$ cat src/rtl/irq_pkg.sv
package irq_pkg;
  localparam int IRQ_SRC = 6;

  typedef enum logic [1:0] {
    SEL_MASK = 2'd0,
    SEL_REQ  = 2'd1,
    SEL_PRIO = 2'd2,
    SEL_NONE = 2'd3
  } regSel_e;

  // strobes from selection control to the register datapath
  typedef struct packed {
    logic [IRQ_SRC-1:0] clrReq;
    logic               clrGlobal;
  } ctrlStrobe_t;
endpackage

$ cat src/rtl/irq_regfile.sv
module irq_regfile
  import irq_pkg::*;
#(
  parameter int NUM_SRC = IRQ_SRC,
  parameter int REG_W   = 8
) (
  input  logic               clk,
  input  logic               rstN,
  input  logic [NUM_SRC-1:0] srcPulse,
  input  logic               wrEn,
  input  regSel_e            sel,
  input  logic [REG_W-1:0]   wrData,
  input  ctrlStrobe_t        strobe,
  output logic [REG_W-1:0]   rdData,
  output logic [NUM_SRC-1:0] reqQ,
  output logic [NUM_SRC-1:0] maskQ,
  output logic [NUM_SRC-1:0] prioQ,
  output logic               gieQ
);
  localparam logic [REG_W-1:0] SRC_KEEP  = REG_W'((1 << NUM_SRC) - 1);
  localparam logic [REG_W-1:0] GIE_BIT   = REG_W'(1) << (REG_W - 1);
  localparam logic [REG_W-1:0] MASK_KEEP = SRC_KEEP | GIE_BIT;

  logic [REG_W-1:0] reqReg, maskReg, prioReg;
  logic [REG_W-1:0] trigW, clrW;

  assign trigW = REG_W'(srcPulse);
  assign clrW  = REG_W'(strobe.clrReq);

  // request register: a trigger always wins over write or acknowledge
  always_ff @(posedge clk or negedge rstN) begin
    if (!rstN)
      reqReg <= '0;
    else if (wrEn && sel == SEL_REQ)
      reqReg <= (wrData & SRC_KEEP) | trigW;
    else
      reqReg <= (reqReg & ~clrW) | trigW;
  end

  // mask register, global enable in the top bit
  always_ff @(posedge clk or negedge rstN) begin
    if (!rstN)
      maskReg <= '0;
    else if (wrEn && sel == SEL_MASK)
      maskReg <= wrData & MASK_KEEP;
    else if (strobe.clrGlobal)
      maskReg <= maskReg & ~GIE_BIT;
  end

  always_ff @(posedge clk or negedge rstN) begin
    if (!rstN)
      prioReg <= '0;
    else if (wrEn && sel == SEL_PRIO)
      prioReg <= wrData & SRC_KEEP;
  end

  always_comb begin
    unique case (sel)
      SEL_MASK: rdData = maskReg;
      SEL_REQ:  rdData = reqReg;
      SEL_PRIO: rdData = prioReg;
      default:  rdData = '0;
    endcase
  end

  assign reqQ  = reqReg[NUM_SRC-1:0];
  assign maskQ = maskReg[NUM_SRC-1:0];
  assign prioQ = prioReg[NUM_SRC-1:0];
  assign gieQ  = maskReg[REG_W-1];
endmodule

$ cat src/rtl/irq_select.sv
module irq_select
  import irq_pkg::*;
#(
  parameter int NUM_SRC   = IRQ_SRC,
  parameter int VEC_BYTES = 2,
  parameter int ADDR_W    = 16,
  parameter int ID_W      = $clog2(NUM_SRC)
) (
  input  logic [NUM_SRC-1:0] reqQ,
  input  logic [NUM_SRC-1:0] maskQ,
  input  logic [NUM_SRC-1:0] prioQ,
  input  logic               gieQ,
  input  logic               intAck,
  output logic               intPending,
  output logic [ID_W-1:0]    srcId,
  output logic [ADDR_W-1:0]  vecAddr,
  output ctrlStrobe_t        strobe
);
  logic [NUM_SRC-1:0] live, hiSet, loSet, pickSet, clrVec;
  logic               ackFire;

  assign live    = reqQ & maskQ;
  assign hiSet   = live & prioQ;
  assign loSet   = live & ~prioQ;
  assign pickSet = (|hiSet) ? hiSet : loSet;

  // lowest-numbered member of the winning class
  always_comb begin
    srcId = '0;
    for (int i = NUM_SRC - 1; i >= 0; i--)
      if (pickSet[i]) srcId = ID_W'(i);
  end

  assign intPending = gieQ && (|live);
  assign vecAddr    = ADDR_W'(srcId) * ADDR_W'(VEC_BYTES);
  assign ackFire    = intAck && intPending;

  for (genvar g = 0; g < NUM_SRC; g++) begin : gClr
    assign clrVec[g] = ackFire && (srcId == ID_W'(g));
  end

  always_comb begin
    strobe.clrReq    = clrVec;
    strobe.clrGlobal = ackFire;
  end
endmodule

$ cat src/rtl/irq_vector_ctrl.sv
module irq_vector_ctrl
  import irq_pkg::*;
#(
  parameter int NUM_SRC   = IRQ_SRC,
  parameter int REG_W     = 8,
  parameter int VEC_BYTES = 2,
  parameter int ADDR_W    = 16,
  parameter int ID_W      = $clog2(NUM_SRC)
) (
  input  logic               clk,
  input  logic               rstN,
  input  logic [NUM_SRC-1:0] srcPulse,
  input  logic               regWrEn,
  input  logic [1:0]         regSel,
  input  logic [REG_W-1:0]   regWrData,
  output logic [REG_W-1:0]   regRdData,
  input  logic               intAck,
  output logic               intPending,
  output logic [ID_W-1:0]    srcId,
  output logic [ADDR_W-1:0]  vecAddr,
  output logic [ADDR_W-1:0]  bootAddr
);
  localparam logic [ADDR_W-1:0] TABLE_END = ADDR_W'(NUM_SRC * VEC_BYTES);

  ctrlStrobe_t        strobe;
  logic [NUM_SRC-1:0] reqQ, maskQ, prioQ;
  logic               gieQ;

  irq_regfile #(.NUM_SRC(NUM_SRC), .REG_W(REG_W)) uRegs (
    .clk(clk), .rstN(rstN), .srcPulse(srcPulse), .wrEn(regWrEn),
    .sel(regSel_e'(regSel)), .wrData(regWrData), .strobe(strobe),
    .rdData(regRdData), .reqQ(reqQ), .maskQ(maskQ), .prioQ(prioQ), .gieQ(gieQ)
  );

  irq_select #(.NUM_SRC(NUM_SRC), .VEC_BYTES(VEC_BYTES), .ADDR_W(ADDR_W), .ID_W(ID_W)) uSel (
    .reqQ(reqQ), .maskQ(maskQ), .prioQ(prioQ), .gieQ(gieQ), .intAck(intAck),
    .intPending(intPending), .srcId(srcId), .vecAddr(vecAddr), .strobe(strobe)
  );

  assign bootAddr = TABLE_END;
endmodule

$ cat config.mk
export PLATFORM = sky130hd
export DESIGN_NAME = irq_vector_ctrl
export DESIGN_NICKNAME = d
export VERILOG_FILES = /design/src/rtl/irq_pkg.sv /design/src/rtl/irq_regfile.sv /design/src/rtl/irq_select.sv /design/src/rtl/irq_vector_ctrl.sv
export SDC_FILE = /design/constraint.sdc
export NUM_CORES = 1
export LEC_CHECK = 0
export BUFFER_PORTS_ARGS = -buffer_cell sky130_fd_sc_hd__buf_2
export CORE_MARGIN = 4
export CORE_UTILIZATION = 51
export DETAILED_ROUTE_END_ITERATION = 8
export PLACE_DENSITY = 0.85
export RECOVER_POWER = 100
export SLEW_MARGIN = 20
export SYNTH_ARGS = -nofsm -noshare
export SYNTH_HDL_FRONTEND = slang
export SYNTH_SLANG_ARGS = --single-unit
$ cat constraint.sdc
create_clock -name clk -period 2.8 [get_ports clk]
set_input_delay 0.28 -clock clk [delete_from_list [all_inputs] [get_ports clk]]
set_output_delay 0.28 -clock clk [all_outputs]
set_load 0.01 [all_outputs]
# == Word level (Yosys, flattened, before mapping) ==
# Index checks and enable logic that the tools add are counted.
# op_classes
multipliers,0
n_reduce_logical,16
eq_ne,7
div,0
bitwise,8
n_addsub,0
n_shift,0
n_mux,11
order_cmp,0
# ops
operator,count
8-bit two-way mux,3
8-bit one-hot mux with 3 select lines,1
6-bit AND,3
3-bit two-way mux,6
6-bit OR reduction,2
1-bit logical AND,11
8-bit AND,1
6-bit inverter with 8-bit output,1
8-bit by 6-bit bitwise OR with 8-bit output,1
3-bit by 2-bit == test with 1-bit output (second input constant),2
3-bit == test (second input constant),2
6-bit two-way mux,1
6-bit inverter,1
6-bit bitwise OR,1
3-bit by 1-bit == test with 1-bit output (second input constant),1
3-bit zero test,1
2-bit by 1-bit == test with 1-bit output (second input constant),1
2-bit == test (second input constant),1
2-bit zero test,1
2-bit nonzero test,1
# totals
input_bits,20
word_cells,46
latchBits,0
n_memories,0
output_inout_bits,44
mem_bits_ro,0
ramBits,0
ff_bits,22

# == Longest topological paths before layout ==
# Gate-level depths: netlist of run 1.
# depth
depth_word,16
mapped_depth,7

# == Modules after synthesis ==
# Synthesis of run 1 repeated with hierarchy kept, for this count alone.
# hier_totals
hier_cells,153
hier_area_um2,1602.8
# by_module_without_submodules
module,area_per_inst_um2,n_inst,cells_each
irq_regfile,988.4,1,73
irq_select,486.7,1,62
irq_vector_ctrl,127.6,1,18

# == Worst setup path before layout of run 1 ==
# Ideal clock, no wire load.
# synth_path
path_type,reg2reg
start,reg uRegs.reqReg[3]
end,reg uRegs.reqReg[3]
slack_ns,0.894
t_required_ns,2.676
stages_incl_launch_ff,7
synth_period_minus_slack_ns,1.906
setup_ns,0.124
arrival_ns,1.782
path_cell_list,dfrtp_1 nand3_2 nand4_4 o31a_1 a211oi_2 a31oi_1 a211o_1
# synth_rtl
item,line,rtl
from (decl),irq_regfile.sv:24,"logic [REG_W-1:0] reqReg, maskReg, prioReg;"
from (signal assigned),irq_regfile.sv:35,reqReg <= (wrData & SRC_KEEP) | trigW;
from (signal assigned),irq_regfile.sv:37,reqReg <= (reqReg & ~clrW) | trigW;
6-bit AND *,irq_select.sv:22,assign live = reqQ & maskQ;
6-bit AND,irq_select.sv:23,assign hiSet = live & prioQ;
6-bit OR reduction,irq_select.sv:25,assign pickSet = (|hiSet) ? hiSet : loSet;
6-bit two-way mux *,irq_select.sv:25,
3-bit two-way mux (4 in a row),irq_select.sv:31,if (pickSet[i]) srcId = ID_W'(i);
3-bit two-way mux *,irq_select.sv:31,
via srcId[1],irq_vector_ctrl.sv:19,"output logic [ID_W-1:0] srcId,"
3-bit by 2-bit == test with 1-bit output *,irq_select.sv:39,assign clrVec[g] = ackFire && (srcId == ID_W'(g));
1-bit logical AND *,irq_select.sv:39,
6-bit inverter with 8-bit output *,irq_regfile.sv:37,
8-bit AND *,irq_regfile.sv:37,
8-bit by 6-bit bitwise OR with 8-bit output *,irq_regfile.sv:37,
8-bit two-way mux *,irq_regfile.sv:34,else if (wrEn && sel == SEL_REQ)
# Mark *: on every way through the listed nets, which the timed path passes. The rest lies on a longest branch.
# A chain may end at the register's enable or synchronous reset.

# == Final worst setup path of run 1 ==
# layout_path
start,reg uRegs.reqReg[1]
end,out srcId[0]
# layout_via
elab_chain_cells,10
# layout_rtl
item,line
6-bit AND *,irq_select.sv:22
6-bit AND,irq_select.sv:23
6-bit OR reduction,irq_select.sv:25
6-bit two-way mux *,irq_select.sv:25
3-bit two-way mux (5 in a row),irq_select.sv:31
3-bit two-way mux *,irq_select.sv:31
to (decl),irq_vector_ctrl.sv:19
# Mark *: on every way between the ends. The rest lies on a longest branch, timed or not.

==> impl_results.md, run 1 <==
- Slew @ Worst Pin: 1.26 ns
- Initial DRC count: 38
- Final Hold Fails: 0
- Async SR Flop Fraction: 100%
- Syn_area_per_cell: 9.62 sq um
- Commonest non-fill, non-tap cells in the layout: conb_1, nand2_1, buf_2, dfrtp_1, clkbuf_1
- Most common cell after layout, fill and taps aside: conb_1
- Fin crit share: 87.7%
- # Post-CTS Setup Buffers: 0
- CP Max Fanout: 8
- Status: completed
- Minimum clock period: 2.45 ns
- Syn Inst Count: between 150 and 200
- PD cells: 613 nW/um^2
- Final nets: 204
- Slew margin rel.: 16.0%
- CTS root buf: clkbuf_4
- Largest net degree at the start of global routing: 20
- Worst r2r path cells: 7
- Core Region: 2760 sq um
- Final slew viol count: 0
- Setup violations, final: 0
- GRT Residual Overflow: 0
- Post-synth EDFFs: 0
- Final GP Congestion: just over 0.8
- Via density: 5.44
- CTS tree: yes
- WP data required: ~2.5 ns
- Critical Path End Type: output pin
- VDD IR max: 448 uV
- Data arrival, critical path: 2.17 ns
- Total CTS buffers: 3
- Flop-to-flop setup slack: between 0.5 and 0.6 ns
- Reg2reg end: uRegs.reqReg[5]
- Max Buffers Root-to-Sink: 2
- Sequential fraction of the synthesis area: 32.1%
- Post-synthesis cell area: around 1500 sq um
- First-pass GRT wire length: 4840 um
- Area added between synthesis and finish: 2.62%
- RSZ-0062 raised after global routing: no
- Total track usage: 17.2%
- Worst Hold Path Cells: 2
- Wirelength, routed: 3030 um
- Top achievable clock speed: 407 MHz
- Detailed placement HPWL: 2420 um
- H-tree depth: 1
- Min-Delay Path Class: in -> reg
- CTS clk-pin slew, worst paths: between 0.1 and 0.15 ns
- Kind of critical path: reg -> out
- Number of global-route vias before repair: between 1k and 1.5k
- Layout cells sized above 1: 24.0%
- IO buf count: 32
- Row Count: 19
- Initial Util: 53.7%
- Final Power: between 0.9 and 1 mW
- Leakage: 0.697 nW
- Worst r2r src: uRegs.reqReg[1]
- Critical path startpoint category: flop
- Via count: 1,164
- Post_cts resized: 0
- Min-Delay Startpoint: srcPulse[3]
- Yosys cell types: 39
- Clk sinks: 19
- # diodes: 0
- Antenna Nets Post-Route: 0
- # DRC: 0
- WL/cell: 14.2 um
- Initial DRT Pass Iterations: 4
- Chip height: 61.9 um
- Total negative slack: 0 ns
- Clock Latency Late Sink: 0.30 ns
- Cell Area, Placed: 1530 sq um
- Initial antenna violation count: 0
- Ys flop type: dfrtp_1
- Yosys warnings: 0
- Hold Path Sink: uRegs.reqReg[3]
- Die Span X: 61.9 um
- Clock skew: 0.00430 ns
- Die area: 3830 sq um
- #FFs+latches synth: 19
- Boundary Pins: 64
- Final instance area: 1520 sq um
- Max cap viols: 0
- Hold slack: 0.162 ns
kinds of logic (layout without fill, tap and decap cells):
group / after synthesis / in the layout / synth area share (%)
AOI/OAI and AO/OA: 31 / 31 / 15.5
other: 2 / 30 / 0.507
buffers and inverters: 38 / 39 / 18.1
muxes: 18 / 18 / 13.2
DFF: 19 / 19 / 32.1
and+or+nand+nor: 46 / 46 / 20.6
power breakdown:
part,switching [mW],internal [mW]
Combinational,0.257,0.166
Sequential,0.0550,0.318
Clock,0.0833,0.0533
Total,0.395,0.537
worst max-delay path: stages, from the launching register on:
cell and delay (ns):
dfrtp_1 0.44, nand3_1 0.21, nand4_4 0.20, o31a_1 0.35, a211oi_1 0.40, nor3_4 0.13
clkbuf_1 0.15
synth_stat cells (2+ instances only):
master    instances  area share (%)
mux2i_1           6             4.1
a31oi_1           2            0.84
o31ai_2           2             1.7
nand3_1           3             1.0
dfrtp_1          19              32
a211o_1           3             1.8
nor3b_1           2             1.0
o21ai_2           2             1.2
and2_1            2            0.84
buf_4            33              17
nand3_4           2             2.4
nand4_1           3             1.3
mux2_2           12             9.1
o31a_1            3             1.8
nand2b_1          2            0.84
nand2_1          19             4.8
clkbuf_1          3            0.76
a21oi_1           4             1.4
nand3_2           3             2.0
o21ai_0           7             2.4
a22oi_1           2             1.0
conb_1            2            0.51
a211oi_2          2             1.7
timing repair:
item | in CTS | in global routing
hold buffers | 1 | 0
endpoints found under the setup margin | 0 | 0
hold endpoints to repair | 19 | 0
registers in the layout (all words and copies together), names as in the netlist:
name	count
uRegs.prioReg	6
uRegs.reqReg	6
uRegs.maskReg	7
layer usage:
layer  share of wire [%]  vias up  GRT usage (%)
met1                  38      549           22.5
li1                    -      552              -
met2                  51       58           29.6
met3                 9.1        5           1.65
met5                   0        -              0
met4                 1.2        0           6.06
stage by stage:
| step | worst slack [ns] | util (%) | instances |
|---|---|---|---|
| 3_3_place_gp | 0.721 | 55.4 | 209 |
| 2_1_floorplan | 0.894 | - | 182 |
| 3_5_place_dp | 0.720 | 55.4 | 209 |
| 6_report | 0.346 | 55.1 | 214 |
| 4_1_cts | 0.484 | 56.8 | 214 |
| 5_1_grt | 0.199 | 55.1 | 214 |
how the worst max path moves through the flow:
stage | startpoint | to | slack (ns)
global placement | uRegs.reqReg[3] | uRegs.reqReg[1] | 0.72
CTS | uRegs.reqReg[3] | srcId[0] | 0.48
global route | uRegs.reqReg[1] | vecAddr[1] | 0.20
floorplan | uRegs.reqReg[3] | uRegs.reqReg[3] | 0.89
detailed placement | uRegs.reqReg[3] | uRegs.reqReg[1] | 0.72
finish | uRegs.reqReg[1] | srcId[0] | 0.35
layout make-up:
class	instances	area (sq um)
Clock buffer	3	22.5
Clock inverter	1	5.00
Fill cell	284	1240
Inverter	1	3.75
Multi-Input combinational cell	125	817
Sequential cell	19	475
Tap cell	31	38.8
Timing Repair Buffer	34	158
(Power assumes the default switching activity.)
==> inputs of run 2 (changes only) <==
--- a/config.mk
+++ b/config.mk
@@ -9,7 +9,7 @@
 export CORE_MARGIN = 4
 export CORE_UTILIZATION = 51
 export DETAILED_ROUTE_END_ITERATION = 8
-export PLACE_DENSITY = 0.85
+export PLACE_DENSITY = 0.84
 export RECOVER_POWER = 100
 export SLEW_MARGIN = 20
 export SYNTH_ARGS = -nofsm -noshare
==> run 2 against run 1 <==
  * Global-route usage rose by 0.37 points
  * Critical path type unchanged
  * Clock skew down 0.0018 ns
  * Routed wire length up 2.2%
  * Critical path depth unchanged
  * Register-to-register slack worse by 0.03 ns
  * Setup slack improved by 0.040 ns
==> impl_results.md, run 2 (same netlist as run 1, synthesis figures left out) <==
- Worst r2r path cells: 7 (unchanged)
- Commonest non-fill, non-tap cells in the layout: conb_1, nand2_1, dfrtp_1, buf_2, clkbuf_1
- Clock skew: 0.00248 ns (-0.00183 ns)
- Initial DRC count: 49 (+29%)
- Status: completed
- Die Span X: 61.9 um (unchanged)
- Initial DRT Pass Iterations: 4 (unchanged)
- Minimum clock period: 2.41 ns (-0.0398 ns)
- Most common cell after layout, fill and taps aside: conb_1
- Max cap viols: 0 (unchanged)
- First-pass GRT wire length: 4890 um (+1.2%)
- Top achievable clock speed: 414 MHz (+1.6%)
- GRT Residual Overflow: 0 (unchanged)
- Hold slack: 0.161 ns (-0.00126 ns)
- WL/cell: 14.5 um (+2.2%)
- Die area: 3830 sq um (unchanged)
- Final GP Congestion: 0.926 (+12%)
- Clk sinks: 19 (unchanged)
- Boundary Pins: 64 (unchanged)
- Worst Hold Path Cells: 2 (unchanged)
- Fill cells: 269 (-5.3%)
- Largest net degree at the start of global routing: 20 (unchanged)
- Largest register FFs: 7 (unchanged)
- PD cells: 615 nW/um^2 (+0.36%)
- Slew @ Worst Pin: 1.21 ns (-0.0526 ns)
- Slew margin rel.: 19.5% (+3.5 points)
- Area added between synthesis and finish: 3.13%
- Cell Count Post-Placement: 209 (unchanged)
- Detailed placement HPWL: 2420 um (about the same)
- Via density: 5.50 (+1.0%)
- CTS tree: yes
- Kind of critical path: reg -> out
- Total CTS buffers: 3 (unchanged)
- Area of the multi-input gates: 827 sq um (+1.2%)
- Critical Path End Type: output pin
- Data arrival, critical path: 2.13 ns (-0.04 ns)
- VDD IR max: 464 uV (+3.6%)
- Min-Delay Path Class: in -> reg
- Leakage: 0.693 nW (-0.59%)
- Final slew viol count: 0 (unchanged)
- Post_cts resized: 0 (unchanged)
- Worst slack at placement: 0.669 ns (-0.0509 ns)
- Cell Area, Placed: 1530 sq um (unchanged)
- Chip height: 61.9 um (unchanged)
- Largest Register: uRegs.maskReg
- Total track usage: 17.6% (+0.37 points)
- Register area: 475 sq um (unchanged)
- Number of global-route vias before repair: 1,041 (-0.57%)
- Final nets: 204 (unchanged)
- Total negative slack: 0 ns (unchanged)
- Initial antenna violation count: 0 (unchanged)
- Final worst slack: 0.385 ns (+0.0398 ns)
- Antenna Nets Post-Route: 0 (unchanged)
- Setup violations, final: 0 (unchanged)
- # DRC: 0 (unchanged)
- Fin crit share: 86.2% (-1.4 points)
- Max Buffers Root-to-Sink: 2 (unchanged)
- WP data required: 2.52 ns (about the same)
- CTS clk-pin slew, worst paths: 0.10 ns (about the same)
- Via count: 1,176 (+1.0%)
- Row Count: 19 (unchanged)
- Core Region: 2760 sq um (unchanged)
- IO buf count: 32 (unchanged)
- Top Registers: uRegs.maskReg x7, uRegs.prioReg x6, uRegs.reqReg x6
- # diodes: 0 (unchanged)
- Clock Latency Late Sink: 0.30 ns (about the same)
- Initial Util: 53.7% (unchanged)
- Finished Layout Cells: 214 (unchanged)
- Final instance area: 1530 sq um (+0.49%)
- Layout cells sized above 1: 24.0% (unchanged)
- Wirelength, routed: 3100 um (+2.2%)
- H-tree depth: 1 (unchanged)
- Critical path startpoint category: flop
- CTS root buf: clkbuf_4
- CP Max Fanout: 6 (-2)
- RSZ-0062 raised after global routing: no
- Final Hold Fails: 0 (unchanged)
## run 2: changes by cell type in the layout (fill, tap and decap cells not counted)
cell,previous run,this run
nand3_1,4,3
a211oi_2,0,1
clkinv_2,1,0
clkbuf_1,14,16
a211oi_1,3,2
nand3_2,2,3
buf_2,19,18
## run 2: worst paths after layout
check | startpoint | end | slack (ns)
hold / removal | srcPulse[3] | uRegs.reqReg[3] | 0.16
hold reg to reg | uRegs.prioReg[2] | uRegs.prioReg[2] | 0.55
setup / recovery | uRegs.maskReg[2] | vecAddr[3] | 0.39
min in group asynchronous | rstN | uRegs.maskReg[1] | 0.68
max in group asynchronous | rstN | uRegs.maskReg[3] | 1.51
setup reg to reg | uRegs.reqReg[1] | uRegs.reqReg[1] | 0.55
## run 2: cell type report
class | instances | area share (%)
multi-input combinational | 125 | 54.1
sequential | 19 | 31.1
timing repair buffer | 34 | 10.2
tap | 31 | 2.54
clock buffer | 4 | 1.72
inverter | 1 | 0.246
## run 2: worst max-delay path, cell delays in order, from the launching register on
cell	delay, ns
dfrtp_1	0.39
nand3_1	0.18
nand2_1	0.23
o31ai_1	0.13
nor4_1	0.39
and2_0	0.32
clkbuf_1	0.19
## run 2: report_power, final
part,internal [mW],switching (mW)
Combinational,0.168,0.262
Clock,0.0555,0.0809
Sequential,0.318,0.0562
## run 2: timing repair
action	4_1_cts	5_1_grt
hold buffers	1	0
buffers inserted	0	0
endpoints found under the hold margin	19	0
## run 2: per-stage QoR
| stage | utilization (%) | power [mW] |
|---|---|---|
| after global routing | 55.4 | 1.01 |
| after detailed placement | 55.4 | 0.827 |
| final | 55.4 | 0.940 |
| after CTS | 56.8 | 0.967 |
| after floorplan | - | 0.752 |
| after global placement | 55.4 | 0.820 |
## run 2: per-layer routing
metal  routed length, um  vias up  GRT usage [%]
met5                   0        -              0
met4                  42        0           6.97
met3                 238        5           2.48
met2                1620       48           30.6
met1                1200      573           21.8
li1                    -      550              -
==> inputs of run 3 (changes only) <==
--- a/config.mk
+++ b/config.mk
@@ -7,11 +7,12 @@
 export LEC_CHECK = 0
 export BUFFER_PORTS_ARGS = -buffer_cell sky130_fd_sc_hd__buf_2
 export CORE_MARGIN = 4
-export CORE_UTILIZATION = 51
+export CORE_UTILIZATION = 52
 export DETAILED_ROUTE_END_ITERATION = 8
 export PLACE_DENSITY = 0.84
 export RECOVER_POWER = 100
 export SLEW_MARGIN = 20
 export SYNTH_ARGS = -nofsm -noshare
 export SYNTH_HDL_FRONTEND = slang
+export SYNTH_HIERARCHICAL = 1
 export SYNTH_SLANG_ARGS = --single-unit
==> run 3 against run 2 <==
  * Via count grew 2.8%
  * Largest power group unchanged
  * Critical path type unchanged
  * Fmax shrank 3.8%
  * Flip-flop and latch count is the same
==> impl_results.md, run 3 <==
- H-tree depth: 1 (unchanged)
- Dominant cell type by area after synthesis: dfrtp_1
- WP data required: 2.52 ns (about the same)
- CP top delay family: compound AO/OA/AOI/OAI gates
- Comb power frac: 47.0% (+1.3 points)
- Most common cell after layout, fill and taps aside: conb_1
- Setup violations, final: 0 (unchanged)
- Async SR Flop Fraction: 100% (unchanged)
- Switching Fraction: 41.9% (-0.54 points)
- Final slew viol count: 0 (unchanged)
- Largest Register: uRegs/maskReg
- Status: completed
- Post-synth EDFFs: 0 (unchanged)
- Final Power: 0.955 mW (+1.6%)
- Initial Util: 56.2% (+2.5 points)
- Clk pwr share: 14.0% (-0.5 points)
- Initial DRT Pass Iterations: 4 (unchanged)
- Fill cells: 253 (-5.9%)
- Sequential share of power: 38.9% (-0.9 points)
- Minimum clock period: 2.51 ns (+0.0960 ns)
- Top Registers: uRegs/maskReg x7, uRegs/prioReg x6, uRegs/reqReg x6
- Synth Area in Compound Gates: 14.7% (-0.86 points)
- Cell Count Post-Placement: 204 (-2.4%)
- Layout cells sized above 1: 28.1% (+4.0 points)
- Fin crit share: 89.7% (+3.4 points)
- Detailed placement HPWL: 2750 um (+13%)
- Leakage: 0.725 nW (+4.6%)
- Area of the multi-input gates: 886 sq um (+7.1%)
- #FFs+latches synth: 19 (unchanged)
- Simple-Gate Fraction of Synth Area: 22.6% (+2.0 points)
- VDD IR max: 432 uV (-6.9%)
- Kind of critical path: reg -> out
- Finished Layout Cells: 209 (-2.3%)
- Max Buffers Root-to-Sink: 2 (unchanged)
- Slew @ Worst Pin: 1.28 ns (+0.0767 ns)
- Yosys warnings: 6 (+6)
- NetSw: 0.400 mW (+0.31%)
- Critical Path, Cell by Cell: nand3_1, nand2_1, o31a_1, o311a_2, a211oi_2, clkbuf_1
- Final nets: 199 (-2.5%)
- # diodes: 0 (unchanged)
- Top-count cell post-synth: buf_4
- Antenna Nets Post-Route: 0 (unchanged)
- Wirelength, routed: 3550 um (+14%)
- Via count: 1,209 (+2.8%)
- Adder-cell share of the synthesized area: 0% (unchanged)
- Slew margin rel.: 14.4% (-5.1 points)
- Total negative slack: 0 ns (unchanged)
- CP peak stage delay: 0.48 ns (+0.09 ns)
- Ys flop type: dfrtp_1
- Chip height: 63.5 um (+2.6%)
- Initial antenna violation count: 0 (unchanged)
- Top achievable clock speed: 398 MHz (-3.8%)
- Row Count: 19 (unchanged)
- Number of global-route vias before repair: 1,170 (+12%)
- Critical path startpoint category: flop
- # DRC: 0 (unchanged)
- Post-synthesis cell area: 1600 sq um (+8.2%)
- PD cells: 595 nW/um^2 (-3.3%)
- # Post-CTS Setup Buffers: 0 (unchanged)
- WL/cell: 17.0 um (+17%)
- Area contributors post-synth: dfrtp_1, buf_4, mux2_2, a311o_1, mux2i_1
- Largest net degree at the start of global routing: 20 (unchanged)
- CP Max Fanout: 8 (+2)
- Via density: 5.78 (+5.3%)
- Area added between synthesis and finish: 0.156%
- Buf/Inv on CP: 1 (unchanged)
- Critical Path End Type: output pin
- Boundary Pins: 64 (unchanged)
- RSZ-0062 raised after global routing: no
- Syn_area_per_cell: 10.5 sq um (+8.9%)
- GRT Residual Overflow: 0 (unchanged)
- Commonest non-fill, non-tap cells in the layout: conb_1, dfrtp_1, buf_2, clkbuf_1, mux2_2
- Total CTS buffers: 3 (unchanged)
- Max cap viols: 0 (unchanged)
- CTS Hold Buffers Added: 1 (unchanged)
- IO buf count: 32 (unchanged)
- Largest family of logic cells by synthesized area: simple AND/OR/NAND/NOR gates
- CTS clk-pin slew, worst paths: 0.10 ns (about the same)
- Die Span X: 63.5 um (+2.6%)
- Clock Latency Late Sink: 0.29 ns (about the same)
- Commonest cells post-synth: buf_4, dfrtp_1, mux2_2
- Sequential fraction of the synthesis area: 29.7% (-2.4 points)
- Final GP Congestion: 0.827 (-11%)
- Min-Delay Path Class: in -> reg
- Cell Int Power: 0.555 mW (+2.6%)
- Total track usage: 17.0% (-0.55 points)
- Post-synthesis xor/xnor area fraction: 0% (unchanged)
- Largest register FFs: 7 (unchanged)
- Share of the synthesized area in the top cell type: 29.7% (-2.4 points)
- CTS tree: yes
- Post_cts resized: 0 (unchanged)
- Clk sinks: 19 (unchanged)
- Clock skew: 0.00266 ns (+0.000183 ns)
- Syn Inst Count: 153 (-0.65%)
- Multiplexer share of the synthesized area: 12.9% (-0.30 points)
- Die area: 4030 sq um (+5.3%)
- Data arrival, critical path: 2.23 ns (+0.10 ns)
- Final Hold Fails: 0 (unchanged)
- First-pass GRT wire length: 5490 um (+12%)
- Yosys cell types: 43 (+10%)
- Core Region: 2850 sq um (+3.4%)
- Slowest CP cell: a211oi_2
- Register area: 475 sq um (unchanged)
- CTS root buf: clkbuf_4
- Initial DRC count: 31 (-37%)
==> run 3: changes by cell type after synthesis, moves of 5 or more <==
| cell | before | now |
|---|---|---|
| a311o_1 | 0 | 6 |
| nand2_1 | 19 | 7 |
| inv_1 | 1 | 7 |
| o2bb2ai_1 | 0 | 6 |
| o21ai_0 | 7 | 0 |
| and4b_2 | 0 | 5 |
==> run 3: kinds of logic (layout without fill, tap and decap cells) <==
family,count (synthesis),in the layout
AND/OR/NAND/NOR,42,42
flip-flops,19,19
AO/OA/AOI/OAI,24,24
multiplexers,19,19
other,4,30
buffers and inverters,45,44
==> run 3: layer usage <==
metal  wire length, um  track usage, %
met5                 0               0
met4                65            8.36
met3               214            1.07
met2              1860            30.8
met1              1410            20.2
==> run 3: final timing paths <==
path / from / endpoint / slack, ns / depth (start not counted)
worst max-delay path: uRegs/reqReg[3] / srcId[0] / 0.29 / 6
worst min-delay path: srcPulse[2] / uRegs/reqReg[2] / 0.18 / 2
worst max register to register: uRegs/reqReg[3] / uRegs/reqReg[1] / 0.33 / 8
worst min register to register: uRegs/prioReg[3] / uRegs/prioReg[3] / 0.55 / 1
max in group asynchronous: rstN / uRegs/prioReg[5] / 1.53 / 2
min in group asynchronous: rstN / uRegs/prioReg[2] / 0.67 / 2
==> run 3: worst reg2reg max path, stage by stage (launching register included) <==
cell,delay [ns]
dfrtp_1,0.42
nand3_1,0.15
nand2_1,0.16
o31a_1,0.36
o311a_2,0.16
a211oi_2,0.48
and4b_1,0.28
inv_1,0.05
a311o_1,0.30
==> run 3: area by class of cell <==
class	instances	share of cell area, %
multi-input cells	115	55.2
flip-flops and latches	19	29.6
repair buffers	33	9.51
well taps	31	2.42
clock buffers	4	1.64
inverters	7	1.64
==> run 3: through the flow <==
stage / utilization, % / area (sq um) / hold WS (ns) / setup slack, ns
6_report: 56.3 / 1610 / 0.179 / 0.289
5_1_grt: 56.3 / 1610 / 0.178 / 0.188
4_1_cts: 57.9 / 1650 / 0.172 / 0.413
3_5_place_dp: 56.7 / 1620 / 0.236 / 0.500
3_3_place_gp: 56.7 / 1620 / 0.228 / 0.583
2_1_floorplan: - / 1700 / -0.0156 / 0.651
==> run 3: power by group through the flow <==
| stage | sequential (mW) | clock, mW | combinational, mW |
|---|---|---|---|
| 2_1_floorplan | 0.364 | 0 | 0.406 |
| 3_3_place_gp | 0.371 | 0 | 0.455 |
| 3_5_place_dp | 0.377 | 0 | 0.477 |
| 4_1_cts | 0.371 | 0.138 | 0.479 |
| 5_1_grt | 0.380 | 0.152 | 0.481 |
| 6_report | 0.372 | 0.134 | 0.449 |
